## src/rtl/dtc_pkg.sv

```systemverilog
package dtc_pkg;

  // What one tree level does with the flow in front of it.
  typedef enum logic [1:0] {
    STEP_PASS  = 2'd0,  // walk already finished upstream
    STEP_LEAF  = 2'd1,  // walk finishes here
    STEP_LEFT  = 2'd2,  // bin <= split
    STEP_RIGHT = 2'd3   // bin >  split
  } step_e;

  // Width of an index for n items, never below one bit.
  function automatic int unsigned idx_bits(input int unsigned n);
    return (n > 1) ? $clog2(n) : 1;
  endfunction

  // Decision made by one level for one flow.
  function automatic step_e pick_step(input logic done, input logic leaf,
                                      input logic deepest,
                                      input int unsigned bin,
                                      input int unsigned split);
    if (done)            return STEP_PASS;
    if (leaf || deepest) return STEP_LEAF;
    if (bin <= split)    return STEP_LEFT;
    return STEP_RIGHT;
  endfunction

endpackage

```

## src/rtl/dtc_node_mem.sv

```systemverilog
module dtc_node_mem #(
  parameter int ADDR_W  = 4,
  parameter int FSEL_W  = 2,
  parameter int BIN_W   = 4,
  parameter int CLASS_W = 3
) (
  input  logic               clk,
  input  logic               rst_n,
  input  logic               busy,
  input  logic               wr_en,
  input  logic [ADDR_W-1:0]  wr_addr,
  input  logic [FSEL_W-1:0]  wr_fsel,
  input  logic [BIN_W-1:0]   wr_split,
  input  logic [ADDR_W-1:0]  wr_left,
  input  logic [ADDR_W-1:0]  wr_right,
  input  logic               wr_leaf,
  input  logic [CLASS_W-1:0] wr_class,
  input  logic [ADDR_W-1:0]  rd_addr,
  output logic [FSEL_W-1:0]  rd_fsel,
  output logic [BIN_W-1:0]   rd_split,
  output logic [ADDR_W-1:0]  rd_left,
  output logic [ADDR_W-1:0]  rd_right,
  output logic               rd_leaf,
  output logic [CLASS_W-1:0] rd_class
);
  localparam int ENTRIES = 1 << ADDR_W;

  logic [FSEL_W-1:0]  t_fsel  [ENTRIES];
  logic [BIN_W-1:0]   t_split [ENTRIES];
  logic [ADDR_W-1:0]  t_left  [ENTRIES];
  logic [ADDR_W-1:0]  t_right [ENTRIES];
  logic               t_leaf  [ENTRIES];
  logic [CLASS_W-1:0] t_class [ENTRIES];

  always_ff @(posedge clk) begin
    if (!rst_n) begin
      for (int i = 0; i < ENTRIES; i++) begin
        t_fsel[i]  <= '0;
        t_split[i] <= '0;
        t_left[i]  <= '0;
        t_right[i] <= '0;
        t_leaf[i]  <= 1'b0;
        t_class[i] <= '0;
      end
    end else if (wr_en) begin
      t_fsel[wr_addr]  <= wr_fsel;
      t_split[wr_addr] <= wr_split;
      t_left[wr_addr]  <= wr_left;
      t_right[wr_addr] <= wr_right;
      t_leaf[wr_addr]  <= wr_leaf;
      t_class[wr_addr] <= wr_class;
    end
  end

  // Asynchronous read: the stage decides within the same cycle.
  assign rd_fsel  = t_fsel[rd_addr];
  assign rd_split = t_split[rd_addr];
  assign rd_left  = t_left[rd_addr];
  assign rd_right = t_right[rd_addr];
  assign rd_leaf  = t_leaf[rd_addr];
  assign rd_class = t_class[rd_addr];

  // the table never changes under a flow in flight.
  a_r7_no_write_busy: assert property (@(posedge clk) disable iff (!rst_n)
    wr_en |-> !busy);

endmodule

```

## src/rtl/dtc_stage.sv

```systemverilog
module dtc_stage
  import dtc_pkg::*;
#(
  parameter int N_FEAT  = 4,
  parameter int BIN_W   = 4,
  parameter int FSEL_W  = 2,
  parameter int ADDR_W  = 4,
  parameter int CLASS_W = 3,
  parameter bit DEEPEST = 1'b0
) (
  input  logic                     clk,
  input  logic                     rst_n,
  input  logic                     adv,
  input  logic                     in_vld,
  input  logic [N_FEAT*BIN_W-1:0]  in_feat,
  input  logic [ADDR_W-1:0]        in_addr,
  input  logic                     in_done,
  input  logic [CLASS_W-1:0]       in_cls,
  input  logic [FSEL_W-1:0]        nd_fsel,
  input  logic [BIN_W-1:0]         nd_split,
  input  logic [ADDR_W-1:0]        nd_left,
  input  logic [ADDR_W-1:0]        nd_right,
  input  logic                     nd_leaf,
  input  logic [CLASS_W-1:0]       nd_class,
  output logic                     out_vld,
  output logic [N_FEAT*BIN_W-1:0]  out_feat,
  output logic [ADDR_W-1:0]        out_addr,
  output logic                     out_done,
  output logic [CLASS_W-1:0]       out_cls
);
  logic [BIN_W-1:0]   sel_bin;
  step_e              step;
  logic               step_ends;
  logic [ADDR_W-1:0]  nxt_addr;
  logic               nxt_done;
  logic [CLASS_W-1:0] nxt_cls;

  // Feature pick; an out-of-range select reads bin 0.
  always_comb begin
    sel_bin = '0;
    for (int f = 0; f < N_FEAT; f++)
      if (int'(nd_fsel) == f) sel_bin = in_feat[f*BIN_W +: BIN_W];
  end

  assign step      = pick_step(in_done, nd_leaf, DEEPEST, int'(sel_bin), int'(nd_split));
  assign step_ends = (step == STEP_LEAF);

  always_comb begin
    nxt_addr = in_addr;
    nxt_done = in_done;
    nxt_cls  = in_cls;
    unique case (step)
      STEP_PASS:  ;
      STEP_LEAF:  begin nxt_done = 1'b1; nxt_cls = nd_class; end
      STEP_LEFT:  nxt_addr = nd_left;
      STEP_RIGHT: nxt_addr = nd_right;
    endcase
  end

  always_ff @(posedge clk) begin
    if (!rst_n) begin
      out_vld  <= 1'b0;
      out_feat <= '0;
      out_addr <= '0;
      out_done <= 1'b0;
      out_cls  <= '0;
    end else if (adv) begin
      out_vld  <= in_vld;
      out_feat <= in_feat;
      out_addr <= nxt_addr;
      out_done <= nxt_done;
      out_cls  <= nxt_cls;
    end
  end

  // a label found upstream rides through unchanged.
  a_r3_label_carried: assert property (@(posedge clk) disable iff (!rst_n)
    adv && in_vld && in_done |=> out_done && out_cls == $past(in_cls));

  // a leaf decision reaches the stage register.
  a_r3_leaf_latched: assert property (@(posedge clk) disable iff (!rst_n)
    adv && in_vld && step_ends |=> out_vld && out_done);

  // a frozen stage keeps its contents.
  a_r6_stage_frozen: assert property (@(posedge clk) disable iff (!rst_n)
    !adv |=> $stable(out_vld) && $stable(out_cls) && $stable(out_addr));

  generate
    if (DEEPEST) begin : g_deep
      // the deepest level always finishes the walk.
      a_r3_deepest_ends: assert property (@(posedge clk) disable iff (!rst_n)
        adv && in_vld |=> out_done);
    end
  endgenerate

endmodule

```

## src/rtl/dtc_classifier.sv

```systemverilog
module dtc_classifier
  import dtc_pkg::*;
#(
  parameter int N_FEAT  = 4,
  parameter int BIN_W   = 4,
  parameter int DEPTH   = 4,
  parameter int ADDR_W  = 4,
  parameter int CLASS_W = 3,
  localparam int FEAT_W = N_FEAT * BIN_W,
  localparam int FSEL_W = idx_bits(N_FEAT),
  localparam int LVL_W  = idx_bits(DEPTH)
) (
  input  logic               clk,
  input  logic               rst_n,
  input  logic               in_valid,
  output logic               in_ready,
  input  logic [FEAT_W-1:0]  in_feat,
  output logic               out_valid,
  input  logic               out_ready,
  output logic [CLASS_W-1:0] out_class,
  input  logic               cfg_we,
  input  logic [LVL_W-1:0]   cfg_level,
  input  logic [ADDR_W-1:0]  cfg_node,
  input  logic [FSEL_W-1:0]  cfg_fsel,
  input  logic [BIN_W-1:0]   cfg_split,
  input  logic [ADDR_W-1:0]  cfg_left,
  input  logic [ADDR_W-1:0]  cfg_right,
  input  logic               cfg_leaf,
  input  logic [CLASS_W-1:0] cfg_class
);
  // Stage k carries the flow that level k is about to evaluate.
  logic               st_vld  [DEPTH+1];
  logic [FEAT_W-1:0]  st_feat [DEPTH+1];
  logic [ADDR_W-1:0]  st_addr [DEPTH+1];
  logic               st_done [DEPTH+1];
  logic [CLASS_W-1:0] st_cls  [DEPTH+1];

  logic               s0_vld;
  logic [FEAT_W-1:0]  s0_feat;
  logic               adv;
  logic               accept;
  logic               pipe_busy;
  logic               wr_go;

  assign adv      = !st_vld[DEPTH] || out_ready;
  assign in_ready = adv && !cfg_we;
  assign accept   = in_valid && in_ready;

  always_comb begin
    pipe_busy = 1'b0;
    for (int k = 0; k <= DEPTH; k++) pipe_busy |= st_vld[k];
  end

  assign wr_go = cfg_we && !pipe_busy;

  // Entry register: every walk starts at the root of level 0.
  always_ff @(posedge clk) begin
    if (!rst_n) begin
      s0_vld  <= 1'b0;
      s0_feat <= '0;
    end else if (adv) begin
      s0_vld  <= accept;
      s0_feat <= in_feat;
    end
  end

  assign st_vld[0]  = s0_vld;
  assign st_feat[0] = s0_feat;
  assign st_addr[0] = '0;
  assign st_done[0] = 1'b0;
  assign st_cls[0]  = '0;

  generate
    for (genvar k = 0; k < DEPTH; k++) begin : g_lvl
      logic [FSEL_W-1:0]  nd_fsel;
      logic [BIN_W-1:0]   nd_split;
      logic [ADDR_W-1:0]  nd_left;
      logic [ADDR_W-1:0]  nd_right;
      logic               nd_leaf;
      logic [CLASS_W-1:0] nd_class;
      logic               lvl_we;

      assign lvl_we = wr_go && (cfg_level == LVL_W'(k));

      dtc_node_mem #(
        .ADDR_W(ADDR_W), .FSEL_W(FSEL_W), .BIN_W(BIN_W), .CLASS_W(CLASS_W)
      ) u_mem (
        .clk      (clk),
        .rst_n    (rst_n),
        .busy     (pipe_busy),
        .wr_en    (lvl_we),
        .wr_addr  (cfg_node),
        .wr_fsel  (cfg_fsel),
        .wr_split (cfg_split),
        .wr_left  (cfg_left),
        .wr_right (cfg_right),
        .wr_leaf  (cfg_leaf),
        .wr_class (cfg_class),
        .rd_addr  (st_addr[k]),
        .rd_fsel  (nd_fsel),
        .rd_split (nd_split),
        .rd_left  (nd_left),
        .rd_right (nd_right),
        .rd_leaf  (nd_leaf),
        .rd_class (nd_class)
      );

      dtc_stage #(
        .N_FEAT(N_FEAT), .BIN_W(BIN_W), .FSEL_W(FSEL_W), .ADDR_W(ADDR_W),
        .CLASS_W(CLASS_W), .DEEPEST(k == DEPTH - 1)
      ) u_stage (
        .clk      (clk),
        .rst_n    (rst_n),
        .adv      (adv),
        .in_vld   (st_vld[k]),
        .in_feat  (st_feat[k]),
        .in_addr  (st_addr[k]),
        .in_done  (st_done[k]),
        .in_cls   (st_cls[k]),
        .nd_fsel  (nd_fsel),
        .nd_split (nd_split),
        .nd_left  (nd_left),
        .nd_right (nd_right),
        .nd_leaf  (nd_leaf),
        .nd_class (nd_class),
        .out_vld  (st_vld[k+1]),
        .out_feat (st_feat[k+1]),
        .out_addr (st_addr[k+1]),
        .out_done (st_done[k+1]),
        .out_cls  (st_cls[k+1])
      );
    end
  endgenerate

  assign out_valid = st_vld[DEPTH];
  assign out_class = st_cls[DEPTH];

  // a refused result is held steady.
  a_r6_hold_on_stall: assert property (@(posedge clk) disable iff (!rst_n)
    out_valid && !out_ready |=> out_valid && $stable(out_class));

  // an accepted flow enters the first stage.
  a_r4_entry: assert property (@(posedge clk) disable iff (!rst_n)
    in_valid && in_ready |=> st_vld[0]);

  // configuration and flow entry never share a cycle.
  a_r7_cfg_blocks_input: assert property (@(posedge clk) disable iff (!rst_n)
    cfg_we |-> !in_ready);

  // every result leaving the block has reached a leaf.
  a_r3_result_final: assert property (@(posedge clk) disable iff (!rst_n)
    out_valid |-> st_done[DEPTH]);

endmodule

```

## config.mk

```make
export PLATFORM = sky130hd
export DESIGN_NAME = dtc_classifier
export DESIGN_NICKNAME = d
export VERILOG_FILES = /design/src/rtl/dtc_pkg.sv /design/src/rtl/dtc_node_mem.sv /design/src/rtl/dtc_stage.sv /design/src/rtl/dtc_classifier.sv
export SDC_FILE = /design/constraint.sdc
export NUM_CORES = 1
export LEC_CHECK = 0
export BUFFER_PORTS_ARGS = -buffer_cell sky130_fd_sc_hd__buf_2
export CAP_MARGIN = 20
export CORE_ASPECT_RATIO = 1.1
export CORE_MARGIN = 1.5
export CORE_UTILIZATION = 40
export CTS_BUF_LIST = sky130_fd_sc_hd__clkbuf_16
export DETAILED_ROUTE_END_ITERATION = 12
export HOLD_SLACK_MARGIN = 0.06
export SYNTH_ARGS = -nofsm -noshare
export SYNTH_HDL_FRONTEND = slang
export SYNTH_SLANG_ARGS = --single-unit
```

## constraint.sdc

```tcl
create_clock -name clk -period 5.8 [get_ports clk]
set_input_delay 1.16 -clock clk [delete_from_list [all_inputs] [get_ports clk]]
set_output_delay 1.16 -clock clk [all_outputs]
set_load 0.005 [all_outputs]
```

### After elaboration in Yosys (flattened, before gate mapping)

Memories as Yosys holds them, arrays and structs flattened. A register that Yosys moved wholly into a read port is not among the register bits.
Cells that the tools add are included.

* flip-flop bits (word level): 96
* memory bits (writable): 1008
* input port bits: 45
* output and inout bits: 5
* logic and storage cells: 283
* memories kept: 21

* magnitude comparators: 4
* equal/unequal tests: 25
* muxes and demuxes: 173
* bitwise operators: 4
* reduce and logical (&&, ||, !) cells: 37

Memories
* g_lvl[0].u_mem.t_left: words 16, width 4, rd ports 1, clocked after memory_dff 0, wr ports 16, RTL line dtc_node_mem.sv:30 `logic [ADDR_W-1:0] t_left [ENTRIES];`
* g_lvl[0].u_mem.t_right: words 16, width 4, rd ports 1, clocked after memory_dff 0, wr ports 16, RTL line dtc_node_mem.sv:31 `logic [ADDR_W-1:0] t_right [ENTRIES];`
* g_lvl[0].u_mem.t_split: words 16, width 4, rd ports 1, clocked after memory_dff 0, wr ports 16, RTL line dtc_node_mem.sv:29 `logic [BIN_W-1:0] t_split [ENTRIES];`
* g_lvl[1].u_mem.t_left: words 16, width 4, rd ports 1, clocked after memory_dff 1, wr ports 16, RTL line dtc_node_mem.sv:30
* g_lvl[1].u_mem.t_right: words 16, width 4, rd ports 1, clocked after memory_dff 1, wr ports 16, RTL line dtc_node_mem.sv:31
* g_lvl[1].u_mem.t_split: words 16, width 4, rd ports 1, clocked after memory_dff 1, wr ports 16, RTL line dtc_node_mem.sv:29
* 15 more memories

Operators with widths (number)
* 4-bit 2-to-1 mux: 77
* 1-bit 2-to-1 mux: 60
* 2-bit 2-to-1 mux: 25
* 4-bit OR reduction: 10
* 2-bit == test, second input constant: 16
* 3-bit 2-to-1 mux: 8
* 4-bit one-hot mux with 2 select lines: 3
* 2-bit by 1-bit == test with 1-bit output, second input constant: 9
* 4-bit less-or-equal comparator: 4
* 3-bit OR reduction: 4
* 2-bit zero test: 5
* 2-bit OR reduction: 4
* 1-bit logical AND: 7
* 1-bit bitwise OR: 4
* 1-bit zero test: 3
* 1-bit OR reduction: 3
* 1-bit logical OR: 1

### Depth between registers and ports, before layout

Gate-level depths: netlist of the first run.

* depth in word-level cells: 16
* gate-level depth with buffers: 17
* gate-level depth less buffers: 13

### Hierarchy

Synthesis of the first run repeated with hierarchy kept, for this count alone.

* cells, all modules: 4007
* area, all modules: 58283.4 um^2

By module, submodules not included
* dtc_node_mem at g_lvl[1].u_mem ...: instances 3, cells each 866, area each 13190.2 um^2, seq. area each 8488.1 um^2
* dtc_node_mem at g_lvl[0].u_mem: instances 1, cells each 866, area each 13138.9 um^2, seq. area each 8488.1 um^2
* dtc_stage at g_lvl[0].u_stage ...: instances 3, cells each 125, area each 1282.5 um^2, seq. area each 500.5 um^2
* dtc_stage at g_lvl[3].u_stage: instances 1, cells each 82, area each 964.7 um^2, seq. area each 500.5 um^2
* dtc_classifier: instances 1, cells each 86, area each 762.0 um^2, seq. area each 340.3 um^2

### Worst setup path after synthesis of the first run

Ideal clock, no wire load.

* path type: register to register
* start: register with a tool-made name
* end: register with a tool-made name
* setup time: 0.107 ns
* data arrival time: 3.677 ns
* data required time: 5.693 ns
* slack: 2.016 ns
* stages on the path, launching flop included: 14
* path buffers: 4
* clock period less this slack: 3.784 ns
* path through: dfxtp_1 > buf_6 > buf_8 > buf_2 > buf_2 > mux4_2 > mux4_2 > inv_1 > ha_1 > nor2b_1 > o21ai_0 > a32o_1 > mux4_2 > o311ai_1

==> results of run 1 <==
==> through the flow <==
step | hold slack (ns) | total power [mW]
CTS | 0.459 | 12.0
detailed placement | 0.447 | 7.44
global route | 0.471 | 12.3
floorplan | 0.427 | 6.96
global placement | 0.442 | 7.41
finish | 0.454 | 11.9
==> cells in the final DEF (no fill, tap or decap), types with 5 or more instances in the layout <==
cell | netlist | layout
a211oi_1 | 13 | 13
a21oi_1 | 67 | 67
and2_1 | 555 | 555
and3_1 | 19 | 19
buf_2 | 23 | 48
buf_4 | 9 | 54
buf_8 | 1 | 10
bufinv_16 | 0 | 5
clkbuf_16 | 0 | 74
clkinv_1 | 0 | 17
clkinv_2 | 0 | 10
dfxtp_1 | 125 | 119
edfxtp_1 | 609 | 609
ha_1 | 12 | 12
inv_1 | 14 | 32
inv_6 | 0 | 6
mux2i_1 | 30 | 30
mux4_1 | 8 | 8
mux4_2 | 180 | 180
nand2_1 | 198 | 198
nand2b_1 | 8 | 7
nand3_1 | 22 | 22
nand3b_1 | 7 | 7
nand4_1 | 10 | 10
nor2_1 | 85 | 83
nor2_2 | 14 | 16
nor2b_1 | 20 | 19
o211ai_1 | 8 | 8
o21a_1 | 6 | 6
o21ai_0 | 92 | 61
o21ai_1 | 1 | 5
o21ai_2 | 0 | 27
o22ai_1 | 12 | 12
or3_1 | 6 | 6
==> layer usage <==
| layer | wire length [um] | track usage |
|---|---|---|
| met4 | 2370 | 0.0679 |
| met5 | 44 | 0 |
| met3 | 6980 | 0.0422 |
| met1 | 35500 | 0.279 |
| met2 | 43900 | 0.365 |
==> flip-flops by register name, summed over array words and instances (netlist names), named ones only <==
register and flops:
s0_vld 1, g_lvl.u_mem.t_class 147, g_lvl.u_stage.out_feat 32, g_lvl.u_mem.t_leaf 33, g_lvl.u_mem.t_fsel 66, g_lvl.u_mem.t_split 132
g_lvl.u_mem.t_right 132, g_lvl.u_stage.out_addr 12, g_lvl.u_stage.out_cls 12, s0_feat 16, g_lvl.u_mem.t_left 132, g_lvl.u_stage.out_done 3
g_lvl.u_stage.out_vld 4
==> area by class of cell <==
cell class	count	area [um^2]	share of cell area
Antenna cell	2	5.00	0.000137
Sequential cell	734	20800	0.570
Inverter	14	52.6	0.00144
Timing Repair Buffer	114	835	0.0229
Clock buffer	74	1850	0.0507
Multi-Input combinational cell	1387	11200	0.307
Clock inverter	60	415	0.0114
Tap cell	1054	1320	0.0361
==> worst max-delay path: stages (launching register included) <==
cell	delay, ns
dfxtp_4	0.73
mux4_1	0.66
mux2_2	0.27
o21ai_0	0.42
mux4_1	0.38
ha_1	0.32
nor2b_1	0.13
o21ai_0	0.14
a32o_1	0.30
mux4_2	0.54
o311ai_1	0.29
==> power by group <==
group | total (mW) | switching [mW] | internal, mW
clock | 4.60 | 2.05 | 2.55
combinational | 1.26 | 0.702 | 0.554
sequential | 6.07 | 0.196 | 5.87
==> worst max-delay path by stage <==
stage	from	end	slack (ns)	depth (start not counted)
final	flip-flop	g_lvl[2].u_stage.out_addr[2]$_SDFFE_PN0N_	1.48	10
after global routing	flip-flop	g_lvl[2].u_stage.out_addr[2]$_SDFFE_PN0N_	1.02	10
after CTS	flip-flop	flip-flop	1.44	10
after detailed placement	flip-flop	flip-flop	1.47	10
after global placement	flip-flop	flip-flop	1.51	10
after floorplan	flip-flop	flip-flop	2.02	13
==> cells by family (layout without fill, tap and decap cells) <==
family                     after synthesis  count (layout)  synth area share
and+or+nand+nor                        951             951             0.160
other                                    0               2                 0
AOI/OAI and AO/OA                      205             205            0.0345
DFF                                    734             734             0.636
adders and majority gates               12              12           0.00459
buffers and inverters                  199             262            0.0256
muxes                                  219             219             0.140
==> impl_metrics.csv, run 1 <==
group,metric,value,unit
synthesis,synth_edf_count,609,
placement,place_ws,1.47,ns
critical_path,reg2reg_setup_slack,1.48,ns
run_status,status,"completed",
grt,grt.total_usage,0.216,
synthesis,synth_top_area_share,0.559,
floorplan,die_y,303,um
drt,drtAntennaViolNets,0,
clocking,clk_latency,0.63,ns
critical_path,cp.required,6.32,ns
min_path,min_from,"g_lvl[2].u_mem.t_leaf[14]$_DFF_P_",
run,max_cap_viol_count,0,
drt,vias_per_cell,5.56,
drt,drt_iter0_drc,2046,
critical_path,cp-start-kind,"flip-flop",
drt,routed_wl,88.8,mm
cells_and_area,drive_gt1_frac,0.189,
min_path,hold_depth,2,
cells_and_area,finish.utilization,0.452,
drt,drtPass1Iterations,5,
critical_path,endpoint_kind,"flip-flop",
sta,setup_viol,0,
sta,skew,0.0224,ns
sta,fmax,232,MHz
synthesis,synthArstFlopShare,0,
power,ir_worst_vdd,0.173,mV
cells_and_area,fill_cells,7122,
min_path,min_path_type,"reg2reg",
min_path,whs_endpoint,"g_lvl[2].u_mem.t_leaf[14]$_DFF_P_",
placement,dp_hpwl,54.9,mm
clocking,clk_pin_slew,0.06,ns
floorplan,core-area,0.0807,mm^2
synthesis,yosysSeqAreaShare,0.636,
synthesis,ys.flop_type,"edfxtp_1",
synthesis,synthTopCellsByArea,"edfxtp_1 56%, mux4_2 12%, and2_1 11%, dfxtp_1 7.6%, nand2_1 2.3%",
synthesis,synth_common_cells,"609 x edfxtp_1, 555 x and2_1, 198 x nand2_1",
placement,place.gp.congestion,0.867,
floorplan,rows,109,
sta,period_share,0.744,
placement,placed_cell_area,0.0341,mm^2
floorplan,num_io_pins,50,
drt,drcViolationCount,0,
grt,grt_first_pass_wirelength,130,mm
synthesis,postSynthAreaPerCell,14.1,um^2
sta,layout_setup_ws,1.48,ns
cells_and_area,synthToLayoutAreaGrowth,11.6,%
clocking,cts_buffers,74,
sta,worst_pin_slew,1.08,ns
sta,period_needed,4.32,ns
drt,num_vias,19100,
placement,place_inst,3297,
clocking,cts_max_path_buffers,3,
synthesis,synth_area,0.0327,mm^2
sta,slew_headroom,0.282,
clocking,cts_hold_buffers,0,
synthesis,synth_nets,2377,
floorplan,die_x,276,um
critical_path,crit_type,"reg2reg",
synthesis,yosys_register_bits,734,
grt,overflow,0,
critical_path,crit_fanout,29,
grt,grt_max_degree,89,
sta,finalHoldViolCount,0,
clocking,clock_sinks,734,
sta,rsz0062_at_grt,"no",
critical_path,cp.arrival,4.84,ns
synthesis,synth_cells,2320,
synthesis,synth_cell_types,42,
critical_path,r2r_end,"g_lvl[2].u_stage.out_addr[2]$_SDFFE_PN0N_",
placement,port_buffers,49,
clocking,htree_levels,3,
clocking,post_cts_resized,0,
floorplan,fp.dieArea,0.0835,mm^2
power,p_leak,13.2,nW
synthesis,yosys_warnings,0,
cells_and_area,nNetsFinal,2382,
critical_path,rr_worst_depth,10,
cells_and_area,instances_no_fill,3439,
cells_and_area,stdcell_area,0.0365,mm^2
sta,fin_setup_tns,0,ns
clocking,cts_root_buffer,"clkbuf_16",
clocking,tritoncts,"done",
floorplan,initial_core_util,0.405,
synthesis,yosysMostFrequentCell,"edfxtp_1",
drt,drt-wirelength-per-cell,25.8,um
grt,grt_pass1_vias,19400,
grt,antenna_found_initial,11,
clocking,postCtsSetupBuffers,0,
synthesis,yosysTopAreaCell,"edfxtp_1",
power,cellPowerDensity,327,mW/mm^2
sta,drv_slew,0,
Note: power is estimated with default switching activity, not from simulation.
==> run 2, diff against run 1 <==
Clock period 5.8 ns to 3.5 ns, I/O delays scaled along.
==> run 2 against run 1 <==
Compared with the run above:
- the run now ends with negative setup slack left
- sequential share of layout area fell by 1.1 points
- setup slack got worse by 1.6 ns
- clock skew fell by 0.00090 ns
- cell count rose by 1.9%
- combinational power rose by 95%
- maximum frequency rose by 20%
- design area rose by 1.9%
- core utilization rose by 0.86 points
- power rose by 69%
- clock power rose by 68%
- count of clock-buffer cells in the layout rose by 2
- non-clock buffer count rose by 66
- largest cell class unchanged
- largest power group unchanged
==> impl_metrics.csv, run 2 (synthesized netlist as in run 1, its figures left out) <==
group,metric,value,unit
cells_and_area,final_cell_mix,"609 x edfxtp_1, 554 x and2_1, 198 x nand2_1, 185 x mux4_2, 119 x dfxtp_1",
grt,grt_first_pass_wirelength,132,mm
sta,skew,0.0215,ns
floorplan,die_y,303,um
critical_path,crit_type,"reg2reg",
sta,period_needed,3.58,ns
sta,fmax,279,MHz
run_status,status,"finished, violations left",
grt,grt.total_usage,0.221,
sta,rsz0062_at_grt,"yes",
run,max_cap_viol_count,0,
cells_and_area,drive_gt1_frac,0.221,
sta,fin_setup_tns,-0.369,ns
floorplan,die_x,276,um
sta,setup_viol,10,
critical_path,crit_fanout,7,
grt,grt_pass1_vias,19700,
critical_path,endpoint_kind,"flip-flop",
drt,vias_per_cell,5.59,
floorplan,rows,109,
clocking,cts_hold_buffers,0,
sta,period_share,1.02,
critical_path,cp.required,4.04,ns
floorplan,fp.dieArea,0.0835,mm^2
placement,placed_cell_area,0.0347,mm^2
grt,overflow,0,
grt,grt_max_degree,66,
drt,drt-wirelength-per-cell,26.0,um
critical_path,cp-start-kind,"flip-flop",
power,cellPowerDensity,541,mW/mm^2
sta,worst_pin_slew,1.05,ns
clocking,clock_sinks,734,
cells_and_area,fill_cells,7037,
clocking,cts_max_path_buffers,3,
clocking,clk_pin_slew,0.07,ns
sta,finalHoldViolCount,0,
cells_and_area,largest-register,"g_lvl.u_mem.t_class",
power,ir_worst_vdd,0.329,mV
drt,drt_iter0_drc,2195,
clocking,clk_latency,0.63,ns
floorplan,core-area,0.0807,mm^2
cells_and_area,stdcell_area,0.0372,mm^2
drt,drcViolationCount,0,
placement,port_buffers,49,
cells_and_area,nNetsFinal,2449,
run_status,violations,"negative setup slack",
sta,layout_setup_ws,-0.0833,ns
drt,num_vias,19600,
clocking,htree_levels,3,
min_path,min_path_type,"in2reg",
drt,drtAntennaViolNets,0,
sta,slew_headroom,0.300,
sta,drv_slew,0,
cells_and_area,synthToLayoutAreaGrowth,13.7,%
grt,antenna_found_initial,10,
floorplan,initial_core_util,0.405,
clocking,cts_root_buffer,"clkbuf_16",
floorplan,num_io_pins,50,
placement,place_ws,-0.186,ns
critical_path,cp.arrival,4.12,ns
clocking,cts_buffers,75,
drt,drtPass1Iterations,7,
cells_and_area,largest_reg_flops,147,
placement,dp_hpwl,58.2,mm
cells_and_area,layout_commonest_cell,"edfxtp_1",
drt,routed_wl,91.2,mm
clocking,tritoncts,"done",
placement,place.gp.congestion,0.890,
power,p_leak,13.6,nW
==> run 2: critical path: stages, from the launching register on <==
cell      delay (ns)
dfxtp_4         0.43
mux4_2          0.52
mux4_2          0.56
mux4_2          0.50
ha_4            0.24
nor2b_4         0.12
o21ai_2         0.12
a32o_2          0.21
mux4_2          0.54
o311ai_4        0.24
==> run 2: where the power goes <==
| group | leakage (nW) | total, mW | switching, mW | internal, mW |
|---|---|---|---|---|
| Sequential | 7.52 | 9.95 | 0.219 | 9.73 |
| Clock | 1.22 | 7.73 | 3.40 | 4.33 |
| Combinational | 4.82 | 2.46 | 1.37 | 1.09 |
==> run 2: path summary, 6_finish.rpt <==
kind,to,start,slack (ns),cells after the start
setup / recovery,flip-flop,flip-flop,-0.08,9
hold / removal,s0_feat[15]$_SDFFE_PN0N_,in_feat[15],0.31,3
setup reg to reg,flip-flop,flip-flop,-0.08,9
hold reg to reg,g_lvl[2].u_mem.t_leaf[11]$_DFF_P_,g_lvl[2].u_mem.t_leaf[11]$_DFF_P_,0.46,2
==> run 2: stage by stage <==
stage | total power, mW | utilization | instances | hold WS [ns]
final | 20.1 | 0.461 | 3503 | 0.314
after global routing | 20.7 | 0.461 | 3502 | 0.316
after CTS | 20.2 | 0.460 | 3501 | 0.287
after detailed placement | 12.5 | 0.430 | 3362 | 0.450
after global placement | 12.4 | 0.429 | 3360 | 0.441
after floorplan | 11.6 | - | 2320 | 0.427
==> run 2: cell type report <==
| class | count | area [um^2] | area share |
|---|---|---|---|
| Antenna cell | 1 | 2.50 | 0.0000673 |
| Clock buffer | 76 | 1900 | 0.0511 |
| Clock inverter | 57 | 424 | 0.0114 |
| Inverter | 14 | 52.6 | 0.00141 |
| Multi-Input combinational cell | 1387 | 11300 | 0.304 |
| Sequential cell | 734 | 20800 | 0.559 |
| Tap cell | 1054 | 1320 | 0.0355 |
| Timing Repair Buffer | 180 | 1370 | 0.0368 |
==> run 2: routing by layer <==
| layer | track usage | part of all wire | up-vias |
|---|---|---|---|
| met5 | 0 | 0.00030 | - |
| met4 | 0.0688 | 0.026 | 4 |
| met3 | 0.0413 | 0.079 | 145 |
| met2 | 0.363 | 0.48 | 794 |
| met1 | 0.298 | 0.41 | 10100 |
| li1 | - | - | 8576 |
==> run 2: what timing repair did <==
item | 4_1_cts | 5_1_grt
buffers inserted | 6 | 1
endpoints found under the setup margin | 16 | 16
pin swaps | 7 | 9
gates resized for setup | 10 | 15
